### config.mk
export PLATFORM = sky130hd
export DESIGN_NAME = path_trace_stack
export DESIGN_NICKNAME = d
export VERILOG_FILES = /design/src/rtl/pts_pkg.sv /design/src/rtl/pts_sat_add.sv /design/src/rtl/pts_action_decode.sv /design/src/rtl/pts_entry_store.sv /design/src/rtl/path_trace_stack.sv
export SDC_FILE = /design/constraint.sdc
export NUM_CORES = 1
export LEC_CHECK = 0
export BUFFER_PORTS_ARGS = -buffer_cell sky130_fd_sc_hd__buf_4
export CAP_MARGIN = 20
export CORE_ASPECT_RATIO = 1.75
export CORE_MARGIN = 5
export CORE_UTILIZATION = 55
export CTS_CLUSTER_DIAMETER = 80
export DETAILED_ROUTE_END_ITERATION = 12
export PLACE_DENSITY_LB_ADDON = 0.15
export SETUP_SLACK_MARGIN = 0.3
export SKIP_LAST_GASP = 1
export SYNTH_ARGS = -nofsm -noshare
export SYNTH_HDL_FRONTEND = slang
export SYNTH_SLANG_ARGS = --single-unit
### constraint.sdc
create_clock -name clk -period 4.1 [get_ports clk]
set_input_delay 0.615 -clock clk [delete_from_list [all_inputs] [get_ports clk]]
set_output_delay 0.615 -clock clk [all_outputs]
set_load 0.02 [all_outputs]
### src/rtl/pts_pkg.sv
// Package: shared constants and types for the path detection stack.
// Assumes kind codes below NUM_KINDS are the only meaningful ones.
package pts_pkg;
    localparam int NUM_KINDS = 5;
    localparam int MASK_W    = 4;

    typedef enum logic [2:0] {
        K_CALL = 3'd0,
        K_RET  = 3'd1,
        K_FWD  = 3'd2,
        K_BACK = 3'd3,
        K_IND  = 3'd4
    } pts_kind_e;

    typedef enum logic [2:0] {
        S_IDLE = 3'd0,
        S_UPD  = 3'd1,
        S_POP  = 3'd2,
        S_PUSH = 3'd3,
        S_EMIT = 3'd4
    } pts_state_e;

    typedef struct packed {
        logic upd;
        logic cnt;
        logic pop;
        logic push;
        logic ext_step;
    } pts_ops_t;
endpackage

### src/rtl/pts_sat_add.sv
// Module: saturating adder for the per-path event counter.
// Assumes the increment is no wider than the accumulator.
module pts_sat_add #(
    parameter int ACC_W = 8,
    parameter int INC_W = 4
) (
    input  logic [ACC_W-1:0] acc,
    input  logic [INC_W-1:0] inc,
    output logic [ACC_W-1:0] sum
);
    logic [ACC_W:0] wide;

    // Add with one carry bit and clamp at all ones.
    always_comb begin
        wide = {1'b0, acc} + (ACC_W+1)'(inc);
        sum  = wide[ACC_W] ? {ACC_W{1'b1}} : wide[ACC_W-1:0];
    end
endmodule

### src/rtl/pts_action_decode.sv
// Module: maps a branch kind and the configuration to the set of stack
// actions, applying the extension override for boundary branches.
// Assumes the top entry's extension count is supplied as zero when the
// stack is empty.
module pts_action_decode
    import pts_pkg::*;
#(
    parameter int EXT_W = 2
) (
    input  logic [NUM_KINDS*MASK_W-1:0] cfg_action_mask,
    input  logic                        cfg_ext_enable,
    input  logic                        cfg_ext_on_return,
    input  logic [EXT_W-1:0]            cfg_ext_limit,
    input  logic [2:0]                  kind,
    input  logic [EXT_W-1:0]            top_ext,
    output pts_ops_t                    ops
);
    logic [MASK_W-1:0] mask;
    logic              boundary;

    // Select this kind's mask and decide whether extension absorbs the branch.
    always_comb begin
        mask = '0;
        if (int'(kind) < NUM_KINDS)
            mask = cfg_action_mask[int'(kind)*MASK_W +: MASK_W];
        boundary = cfg_ext_on_return ? (kind == K_RET) : (kind == K_BACK);
        if (cfg_ext_enable && boundary && (top_ext < cfg_ext_limit)) begin
            ops = '{upd: 1'b1, cnt: 1'b0, pop: 1'b0, push: 1'b0, ext_step: 1'b1};
        end else begin
            ops.upd      = mask[0];
            ops.cnt      = mask[1] & ~mask[0];
            ops.pop      = mask[2];
            ops.push     = mask[3];
            ops.ext_step = 1'b0;
        end
    end
endmodule

### src/rtl/pts_entry_store.sv
// Module: storage for the circular path stack, one write and one read port.
// Assumes the controller owns the pointer; writes land at the clock edge and
// reads are combinational.
module pts_entry_store #(
    parameter int DEPTH   = 4,
    parameter int ADDR_W  = 16,
    parameter int MAX_LEN = 32,
    parameter int LEN_W   = 6,
    parameter int CNT_W   = 8,
    parameter int EXT_W   = 2,
    parameter int PTR_W   = 2
) (
    input  logic               clk,
    input  logic               rst_n,
    input  logic               we,
    input  logic [PTR_W-1:0]   waddr,
    input  logic [ADDR_W-1:0]  w_start,
    input  logic [LEN_W-1:0]   w_len,
    input  logic [MAX_LEN-1:0] w_dirs,
    input  logic [CNT_W-1:0]   w_evt,
    input  logic [EXT_W-1:0]   w_ext,
    input  logic               w_inc,
    input  logic [PTR_W-1:0]   raddr,
    output logic [ADDR_W-1:0]  r_start,
    output logic [LEN_W-1:0]   r_len,
    output logic [MAX_LEN-1:0] r_dirs,
    output logic [CNT_W-1:0]   r_evt,
    output logic [EXT_W-1:0]   r_ext,
    output logic               r_inc
);
    logic [ADDR_W-1:0]  m_start [DEPTH];
    logic [LEN_W-1:0]   m_len   [DEPTH];
    logic [MAX_LEN-1:0] m_dirs  [DEPTH];
    logic [CNT_W-1:0]   m_evt   [DEPTH];
    logic [EXT_W-1:0]   m_ext   [DEPTH];
    logic               m_inc   [DEPTH];

    // Clear all slots on reset, otherwise write the addressed slot.
    always_ff @(posedge clk) begin
        if (!rst_n) begin
            for (int i = 0; i < DEPTH; i++) begin
                m_start[i] <= '0;
                m_len[i]   <= '0;
                m_dirs[i]  <= '0;
                m_evt[i]   <= '0;
                m_ext[i]   <= '0;
                m_inc[i]   <= 1'b0;
            end
        end else if (we) begin
            m_start[waddr] <= w_start;
            m_len[waddr]   <= w_len;
            m_dirs[waddr]  <= w_dirs;
            m_evt[waddr]   <= w_evt;
            m_ext[waddr]   <= w_ext;
            m_inc[waddr]   <= w_inc;
        end
    end

    // Present the addressed slot.
    always_comb begin
        r_start = m_start[raddr];
        r_len   = m_len[raddr];
        r_dirs  = m_dirs[raddr];
        r_evt   = m_evt[raddr];
        r_ext   = m_ext[raddr];
        r_inc   = m_inc[raddr];
    end
endmodule

### src/rtl/path_trace_stack.sv
// Module: programmable path detection stack. It takes one branch record at a
// time, then runs the selected actions in the fixed order update, pop, push,
// stalling in an emit state until each closed path is taken by the consumer.
// Assumes configuration changes only while idle and DEPTH is a power of two
// of at least 2.
module path_trace_stack
    import pts_pkg::*;
#(
    parameter int ADDR_W  = 16,
    parameter int MAX_LEN = 32,
    parameter int DEPTH   = 4,
    parameter int CNT_W   = 8,
    parameter int EVT_W   = 4,
    parameter int EXT_W   = 2
) (
    input  logic                        clk,
    input  logic                        rst_n,
    input  logic [NUM_KINDS*MASK_W-1:0] cfg_action_mask,
    input  logic                        cfg_ext_enable,
    input  logic                        cfg_ext_on_return,
    input  logic [EXT_W-1:0]            cfg_ext_limit,
    input  logic                        in_valid,
    output logic                        in_ready,
    input  logic [2:0]                  in_kind,
    input  logic                        in_taken,
    input  logic [ADDR_W-1:0]           in_target,
    input  logic [EVT_W-1:0]            in_events,
    output logic                        out_valid,
    input  logic                        out_ready,
    output logic [ADDR_W-1:0]           out_start,
    output logic [$clog2(MAX_LEN+1)-1:0] out_len,
    output logic [MAX_LEN-1:0]          out_dirs,
    output logic [CNT_W-1:0]            out_events
);
    localparam int LEN_W = $clog2(MAX_LEN+1);
    localparam int PTR_W = $clog2(DEPTH);
    localparam logic [PTR_W:0] FULL_CNT = (PTR_W+1)'(DEPTH);
    localparam logic [LEN_W-1:0] LEN_CAP = LEN_W'(MAX_LEN);

    pts_state_e         state, ret_state;
    logic [PTR_W-1:0]   ptr;
    logic [PTR_W:0]     fill;
    logic               r_taken;
    logic [ADDR_W-1:0]  r_target;
    logic [EVT_W-1:0]   r_evt;
    pts_ops_t           r_ops;
    pts_ops_t           dec_ops;

    logic [ADDR_W-1:0]  rd_start;
    logic [LEN_W-1:0]   rd_len;
    logic [MAX_LEN-1:0] rd_dirs;
    logic [CNT_W-1:0]   rd_evt;
    logic [EXT_W-1:0]   rd_ext;
    logic               rd_inc;

    logic               empty;
    logic [ADDR_W-1:0]  top_start;
    logic [LEN_W-1:0]   top_len;
    logic [MAX_LEN-1:0] top_dirs;
    logic [CNT_W-1:0]   top_evt;
    logic [EXT_W-1:0]   top_ext;
    logic               top_inc;
    logic [CNT_W-1:0]   evt_sum;
    logic               split;
    logic [PTR_W-1:0]   upd_slot;

    logic               we;
    logic [PTR_W-1:0]   waddr;
    logic [ADDR_W-1:0]  w_start;
    logic [LEN_W-1:0]   w_len;
    logic [MAX_LEN-1:0] w_dirs;
    logic [CNT_W-1:0]   w_evt;
    logic [EXT_W-1:0]   w_ext;
    logic               w_inc;

    pts_entry_store #(
        .DEPTH(DEPTH), .ADDR_W(ADDR_W), .MAX_LEN(MAX_LEN), .LEN_W(LEN_W),
        .CNT_W(CNT_W), .EXT_W(EXT_W), .PTR_W(PTR_W)
    ) u_store (
        .clk(clk), .rst_n(rst_n), .we(we), .waddr(waddr),
        .w_start(w_start), .w_len(w_len), .w_dirs(w_dirs), .w_evt(w_evt),
        .w_ext(w_ext), .w_inc(w_inc), .raddr(ptr),
        .r_start(rd_start), .r_len(rd_len), .r_dirs(rd_dirs), .r_evt(rd_evt),
        .r_ext(rd_ext), .r_inc(rd_inc)
    );

    pts_action_decode #(.EXT_W(EXT_W)) u_decode (
        .cfg_action_mask(cfg_action_mask), .cfg_ext_enable(cfg_ext_enable),
        .cfg_ext_on_return(cfg_ext_on_return), .cfg_ext_limit(cfg_ext_limit),
        .kind(in_kind), .top_ext(top_ext), .ops(dec_ops)
    );

    pts_sat_add #(.ACC_W(CNT_W), .INC_W(EVT_W)) u_sat (
        .acc(top_evt), .inc(r_evt), .sum(evt_sum)
    );

    // Top-of-stack view; an empty stack reads as a blank incomplete entry.
    always_comb begin
        empty     = (fill == '0);
        top_start = empty ? '0   : rd_start;
        top_len   = empty ? '0   : rd_len;
        top_dirs  = empty ? '0   : rd_dirs;
        top_evt   = empty ? '0   : rd_evt;
        top_ext   = empty ? '0   : rd_ext;
        top_inc   = empty ? 1'b1 : rd_inc;
        upd_slot  = empty ? ptr + 1'b1 : ptr;
        split     = r_ops.upd && (top_len == LEN_CAP);
    end

    // Storage write selection for the update and push steps.
    always_comb begin
        we      = 1'b0;
        waddr   = ptr;
        w_start = r_target;
        w_len   = '0;
        w_dirs  = '0;
        w_evt   = '0;
        w_ext   = '0;
        w_inc   = 1'b0;
        if (state == S_UPD && (r_ops.upd || r_ops.cnt)) begin
            we    = 1'b1;
            waddr = upd_slot;
            if (!split) begin
                w_start = top_start;
                w_len   = top_len;
                w_dirs  = top_dirs;
                w_evt   = evt_sum;
                w_ext   = top_ext;
                w_inc   = top_inc;
                if (r_ops.upd) begin
                    w_len  = top_len + 1'b1;
                    w_dirs = top_dirs | (MAX_LEN'(r_taken) << top_len);
                    w_ext  = top_ext + EXT_W'(r_ops.ext_step);
                end
            end
        end else if (state == S_PUSH && r_ops.push) begin
            we    = 1'b1;
            waddr = ptr + 1'b1;
        end
    end

    // Sequencer: accept, update, pop, push, and emit with back-pressure.
    always_ff @(posedge clk) begin
        if (!rst_n) begin
            state      <= S_IDLE;
            ret_state  <= S_IDLE;
            ptr        <= '0;
            fill       <= '0;
            r_taken    <= 1'b0;
            r_target   <= '0;
            r_evt      <= '0;
            r_ops      <= '0;
            out_valid  <= 1'b0;
            out_start  <= '0;
            out_len    <= '0;
            out_dirs   <= '0;
            out_events <= '0;
        end else begin
            case (state)
                S_IDLE: begin
                    if (in_valid) begin
                        r_taken  <= in_taken;
                        r_target <= in_target;
                        r_evt    <= in_events;
                        r_ops    <= dec_ops;
                        state    <= S_UPD;
                    end
                end
                S_UPD: begin
                    state <= S_POP;
                    if (r_ops.upd || r_ops.cnt) begin
                        if (empty) begin
                            ptr  <= ptr + 1'b1;
                            fill <= (PTR_W+1)'(1);
                        end
                        if (split && !top_inc) begin
                            out_valid  <= 1'b1;
                            out_start  <= top_start;
                            out_len    <= top_len;
                            out_dirs   <= top_dirs;
                            out_events <= evt_sum;
                            ret_state  <= S_POP;
                            state      <= S_EMIT;
                        end
                    end
                end
                S_POP: begin
                    state <= S_PUSH;
                    if (r_ops.pop && !empty) begin
                        ptr  <= ptr - 1'b1;
                        fill <= fill - 1'b1;
                        if (!top_inc) begin
                            out_valid  <= 1'b1;
                            out_start  <= top_start;
                            out_len    <= top_len;
                            out_dirs   <= top_dirs;
                            out_events <= top_evt;
                            ret_state  <= S_PUSH;
                            state      <= S_EMIT;
                        end
                    end
                end
                S_PUSH: begin
                    state <= S_IDLE;
                    if (r_ops.push) begin
                        ptr  <= ptr + 1'b1;
                        fill <= (fill == FULL_CNT) ? FULL_CNT : fill + 1'b1;
                    end
                end
                S_EMIT: begin
                    if (out_ready) begin
                        out_valid <= 1'b0;
                        state     <= ret_state;
                    end
                end
                default: state <= S_IDLE;
            endcase
        end
    end

    assign in_ready = (state == S_IDLE);

    // a stalled descriptor keeps every field steady.
    a_r11_out_hold: assert property (@(posedge clk) disable iff (!rst_n)
        out_valid && !out_ready |=> out_valid && $stable(out_start) &&
        $stable(out_len) && $stable(out_dirs) && $stable(out_events));

    // an accepted record makes the block busy on the next cycle.
    a_r11_busy_after_accept: assert property (@(posedge clk) disable iff (!rst_n)
        in_valid && in_ready |=> !in_ready);

    // no input is taken while a descriptor is pending.
    a_r11_no_accept_pending: assert property (@(posedge clk) disable iff (!rst_n)
        out_valid |-> !in_ready);

    // an emitted length never exceeds the descriptor capacity.
    a_r2_len_cap: assert property (@(posedge clk) disable iff (!rst_n)
        out_valid |-> out_len <= LEN_CAP);

    // the entry written by a push reads back blank and complete.
    a_r3_push_fresh: assert property (@(posedge clk) disable iff (!rst_n)
        state == S_PUSH && r_ops.push |=>
        rd_len == '0 && rd_evt == '0 && rd_ext == '0 && !rd_inc && rd_dirs == '0);

    // a push on a full stack keeps the stack full.
    a_r9_full_stays: assert property (@(posedge clk) disable iff (!rst_n)
        state == S_PUSH && r_ops.push && fill == FULL_CNT |=> fill == FULL_CNT);
endmodule

# Word-level counts from Yosys, hierarchy flattened
# Memories as Yosys holds them, arrays and structs flattened. A register that Yosys moved wholly into a read port is not among the register bits.
# Cells that the tools add are included.
dict set report classes {
  n_reduce_logical 27
  n_shift 2
  order_cmp 2
  eq_ne 16
  n_bitwise 3
  n_mux 112
  add_sub_neg 7
}
# cell n
set op_table {}
lappend op_table {{$mux W32} 9}
lappend op_table {{$mux W16} 8}
lappend op_table {{$mux W8} 9}
lappend op_table {{$pmux W32 S2} 1}
lappend op_table {{$mux W2} 29}
lappend op_table {{$mux W6} 9}
lappend op_table {{$mux W3} 15}
lappend op_table {{$or A32 B32 Y32} 1}
lappend op_table {{$pmux W16 S2} 1}
lappend op_table {{$reduce_or A32 Y1} 1}
lappend op_table {{$shl A1 B6 Y32} 1}
lappend op_table {{$mux W1} 22}
lappend op_table {{$shiftx A20 B6 Y4} 1}
lappend op_table {{$pmux W8 S2} 1}
lappend op_table {{$reduce_or A16 Y1} 1}
lappend op_table {{$ne A2 B2 Y1 const B} 6}
lappend op_table {{$pmux W3 S4} 1}
lappend op_table {{$pmux W6 S2} 1}
lappend op_table {{$reduce_and A5 Y1} 2}
lappend op_table {{$add A8 B4 Y9} 1}
lappend op_table {{$eq A3 B2 Y1 const B} 3}
lappend op_table {{$pmux W3 S3} 1}
lappend op_table {{$reduce_or A8 Y1} 1}
lappend op_table {{$logic_and A1 B1 Y1} 7}
lappend op_table {{30 further kinds} 37}
dict set report word_totals {
  input_bits 52
  out_inout_bits 64
  ff_bits 100
  word_cells 192
  mem_count 6
  ram_bits 260
}
# memory words word_bits read_ports rd_ports_with_merged_regs write_ports line_no
set mem_list {}
lappend mem_list {u_store.m_dirs 4 32 1 1 4 pts_entry_store.sv:33} ;# logic [MAX_LEN-1:0] m_dirs [DEPTH];
lappend mem_list {u_store.m_start 4 16 1 1 4 pts_entry_store.sv:31} ;# logic [ADDR_W-1:0] m_start [DEPTH];
lappend mem_list {u_store.m_evt 4 8 1 1 4 pts_entry_store.sv:34} ;# logic [CNT_W-1:0] m_evt [DEPTH];
lappend mem_list {u_store.m_len 4 6 1 1 4 pts_entry_store.sv:32} ;# logic [LEN_W-1:0] m_len [DEPTH];
lappend mem_list {u_store.m_ext 4 2 1 1 4 pts_entry_store.sv:35} ;# logic [EXT_W-1:0] m_ext [DEPTH];
lappend mem_list {u_store.m_inc 4 1 1 1 4 pts_entry_store.sv:36} ;# logic m_inc [DEPTH];

# Longest topological paths before layout
dict set report depth {
  ltp_word 9
  mapped_depth 14
}

# Modules after synthesis
# Synthesis repeated with hierarchy kept, for this count alone.
dict set report hier_totals {
  cells_unflattened 1413
  area_unflattened_um2 17192.7
}
# module seq_area_each_um2 instances area_per_inst_um2 cells_each
set by_module_without_submodules {}
lappend by_module_without_submodules {pts_entry_store 7777.5 1 11295.8 650}
lappend by_module_without_submodules {path_trace_stack 1981.9 1 5400.2 709}
lappend by_module_without_submodules {pts_sat_add 0.0 1 250.2 33}
lappend by_module_without_submodules {pts_action_decode 0.0 1 246.5 21}

# Worst setup path before layout
# OpenSTA, ideal clock, no wires.
dict set report synth_path {
  kind {reg2reg}
  startpoint {register (tool-made name)}
  endpoint {register out_events[4]}
  setup_ns 0.116
  path_stages_with_launch 15
  t_arrival_ns 3.926
  synth_period_minus_slack_ns 4.042
  slack_ns 0.058
  required_ns 3.984
  cell_sequence {dfxtp_1 buf_6 buf_6 buf_4 buf_2 mux4_2 and2_1 ha_1 fa_1 a21o_1 a21oi_1 nor3_4 or4_1 a21oi_1 nor2_1}
}
# item line_no
set synth_rtl {}
lappend synth_rtl {{end signal, assigned} path_trace_stack.sv:181} ;# out_events <= evt_sum;
lappend synth_rtl {{end signal, assigned} path_trace_stack.sv:197} ;# out_events <= top_evt;
lappend synth_rtl {{end, declared} path_trace_stack.sv:33} ;# output logic [CNT_W-1:0] out_events

==> results by group <==
Status
  – Outcome: finished clean

Yosys
  – Share of the synthesized area in the top cell type: 0.4667
  – Synth Instances: 1466
  – Post-Syn Area: 16540 µm²
  – FFs w/ async S/R, synth: 0
  – Ys Warns: 0
  – Commonest register cell after synthesis: edfxtp_1
  – Post-synth top cells: edfxtp_1 (257), nor2_1 (246), nand2_1 (204), a21oi_1 (105), dfxtp_1 (104)
  – Top cells by area, synth: edfxtp_1 (47%), dfxtp_1 (13%), mux4_2 (9.1%), nor2_1 (5.6%), nand2_1 (4.6%)
  – Largest area contributor in the netlist: edfxtp_1
  – Sequential area share after synthesis: 0.5926
  – Unique masters post-synth: 71
  – Seq cells post-synth: 361
  – Most frequent cell after synthesis: edfxtp_1
  – Syn_nets: around 1500
  – Number of synthesized flops with an enable pin: 257
  – Mapped Avg Cell Area: 11.28 µm²

Place
  – I/O Buffers: 115
  – Placer congestion estimate: 0.8971
  – DPL Wire Length: between 20 and 30 mm
  – DP Area: about 18000 µm²
  – Post-Place Cells: 1915

Worst setup path
  – CP max stage delay: between 0.5 and 0.6 ns
  – Critical path cell sequence: mux4_2, and2_1, ha_1, fa_1, a21o_1, a21oi_2, nor3_4, or4_1, a21oi_1, nor2_1
  – Worst Setup End Kind: register
  – Worst EP arrival: 3.83 ns
  – CP startpoint kind: register
  – Critical Path RT: 4.52 ns
  – Slowest-stage cell, CP: or4_1
  – Path type of the worst setup path: register to register
  – Worst-path fanout max: 11

Worst hold path
  – Worst Hold Class: input port to register

Clock tree
  – CTS Buf Count: 35
  – Clk buf depth: 3
  – PostCTS Resize Cnt: 0
  – Worst skew pair latency: roughly 0.53 ns
  – Clk pin slew, worst setup/hold paths: around 0.060 ns
  – Root buffer cell: clkbuf_16
  – Postcts setup bufs: 0
  – CTS H-tree lvls: 2
  – Clock sink count: about 360
  – CTS tree: built
  – Hold Buf Count CTS: 0

Layout
  – Non-Filler Instances: 1977
  – Area growth from synthesis to layout: 15.06%
  – Design Area, Final: approximately 19000 µm²
  – Nets@finish: about 1600
  – Antenna diodes: 0
  – Layout cells sized above 1: 0.2019

Power and ir drop
  – Worst vdd ir: around 420 µV
  – PwrDens: ~540 nW/µm²
  – Leakage: 6.954 nW
  – Overall power: roughly 10 mW

Detailed routing
  – Via count: roughly 11000
  – Avg WL per Cell: 20.90 µm
  – Detailed-route DRC error count: 0
  – Drt first pass iters: 5
  – Drt initial violations: 935
  – Final wirelength: 41.32 mm
  – Antenna Nets Post-Route: 0
  – Routed vias/inst: 5.797

Floorplan
  – Num ports: 116
  – Initial Utilization: 0.5540
  – Die Span X: about 140 µm
  – FP Rows: 84
  – Core area: 29850 µm²
  – DIE AREA: 33770 µm²
  – Die Span Y: between 200 and 250 µm

STA
  – Fin. Hold Viols: 0
  – Fin crit period: 3.409 ns
  – Relative slew slack: 0.2886
  – Final setup vio count: 0
  – Part of the cycle the worst path needs: 0.8314
  – Final TNS setup: 0 ns
  – Clk_skew: 0.01412 ns
  – Unrepaired setup endpoints after global routing: no
  – Max Transition Viols Final: 0
  – Achievable Freq: 293.4 MHz
  – Slew @ Worst Pin: between 1 and 1.5 ns

GRT
  – First-pass GRT wire length: between 60 and 70 mm
  – Total grt overflow: 0
  – Largest net degree at the start of global routing: 95
  – Initial antenna violation count: 0
  – Vias in the first global route: 11830
  – GRT Util Overall: 0.2462

Flow run
  – Max cap viols: 0
==> placed cells by master, fill, tap and decap left out, types with 6 or more instances in the layout <==
cell type,synthesis,layout
mux4_2,67,67
clkbuf_16,0,35
a21oi_1,105,104
ha_1,11,11
a21o_1,9,8
and2_1,48,48
dfxtp_1,104,102
nor3_1,22,22
edfxtp_1,257,257
nand2_1,204,200
clkbuf_1,64,11
xnor2_1,8,8
inv_1,66,65
nand2b_1,14,13
buf_4,3,152
a211oi_1,6,6
o31ai_1,6,6
or2_2,11,11
buf_12,0,8
or3_1,7,7
mux2i_1,22,22
or2_1,10,10
o21ai_0,31,31
nor2_1,246,246
nor2b_1,9,9
nand3_1,24,24
==> final cells by class <==
cell class | instances | area, µm²
multi-input combinational | 941 | 6100
clock inverter | 11 | 105.1
timing repair buffer | 160 | 1301
sequential | 361 | 9804
inverter | 66 | 247.7
fill | 2421 | 10820
clock buffer | 51 | 985.9
tap | 387 | 484.2
==> metrics by stage <==
| stage | hold WS, ns | setup slack [ns] | utilization |
|---|---|---|---|
| finish | 0.3333 | 0.6913 | 0.6375 |
| global route | 0.3200 | 0.4835 | 0.6375 |
| CTS | 0.3167 | 0.6640 | 0.6375 |
| detailed placement | 0.4461 | 0.6780 | 0.6009 |
| global placement | 0.4419 | 0.6962 | 0.6009 |
| floorplan | 0.4357 | 0.2506 | - |
==> report_power, final <==
part	total, mW	switching (mW)	leakage (nW)	internal, mW
clock network	3.14	1.34	0.537	1.80
logic	2.87	1.79	2.92	1.08
registers	4.33	0.185	3.50	4.14
total	10.3	3.32	6.95	7.02
==> state kept, by name, indices dropped and copies added, names as in the netlist, 5 cells and up, named ones only <==
name,flops
r_ops,5
out_events,8
r_target,16
u_store.m_evt,32
out_start,16
out_dirs,32
out_len,6
u_store.m_ext,8
u_store.m_start,64
u_store.m_dirs,128
u_store.m_len,24
==> kinds of logic (layout without fill, tap and decap cells) <==
kind of cell,after synthesis,after routing,share of synthesized area
fa+ha+maj,12,12,0.009533
compound gates,195,195,0.07180
flops,361,361,0.5926
buf+inv,164,288,0.04086
mux,94,94,0.1080
simple gates,627,627,0.1704
xor+xnor,13,13,0.006885
==> worst max-delay path: cells and delay by family, from the launching register on <==
family / cells / cell delay (ns)
AO/OA/AOI/OAI: 3 / 0.74
multiplexers: 1 / 0.52
flip-flops: 1 / 0.47
adder cells (fa/ha/maj): 2 / 0.66
AND/OR/NAND/NOR: 4 / 0.91
==> metal layers <==
layer	part of all wire	up-vias	track usage
met5	0	-	0
met4	0.027	0	0.07582
met3	0.040	84	0.02976
met2	0.55	295	0.4607
met1	0.38	5749	0.2937
li1	-	5333	-
==> final timing paths <==
kind                                    start            end  slack, ns  depth (start not counted)
worst min-delay path             in_target[6]    r_target[6]       0.33                          3
worst max-delay path                 register  out_events[4]       0.69                         10
worst max register to register       register  out_events[4]       0.69                         10
worst min register to register  out_events[7]  out_events[7]       0.45                          2
Note: power is estimated with default switching activity, not from simulation.
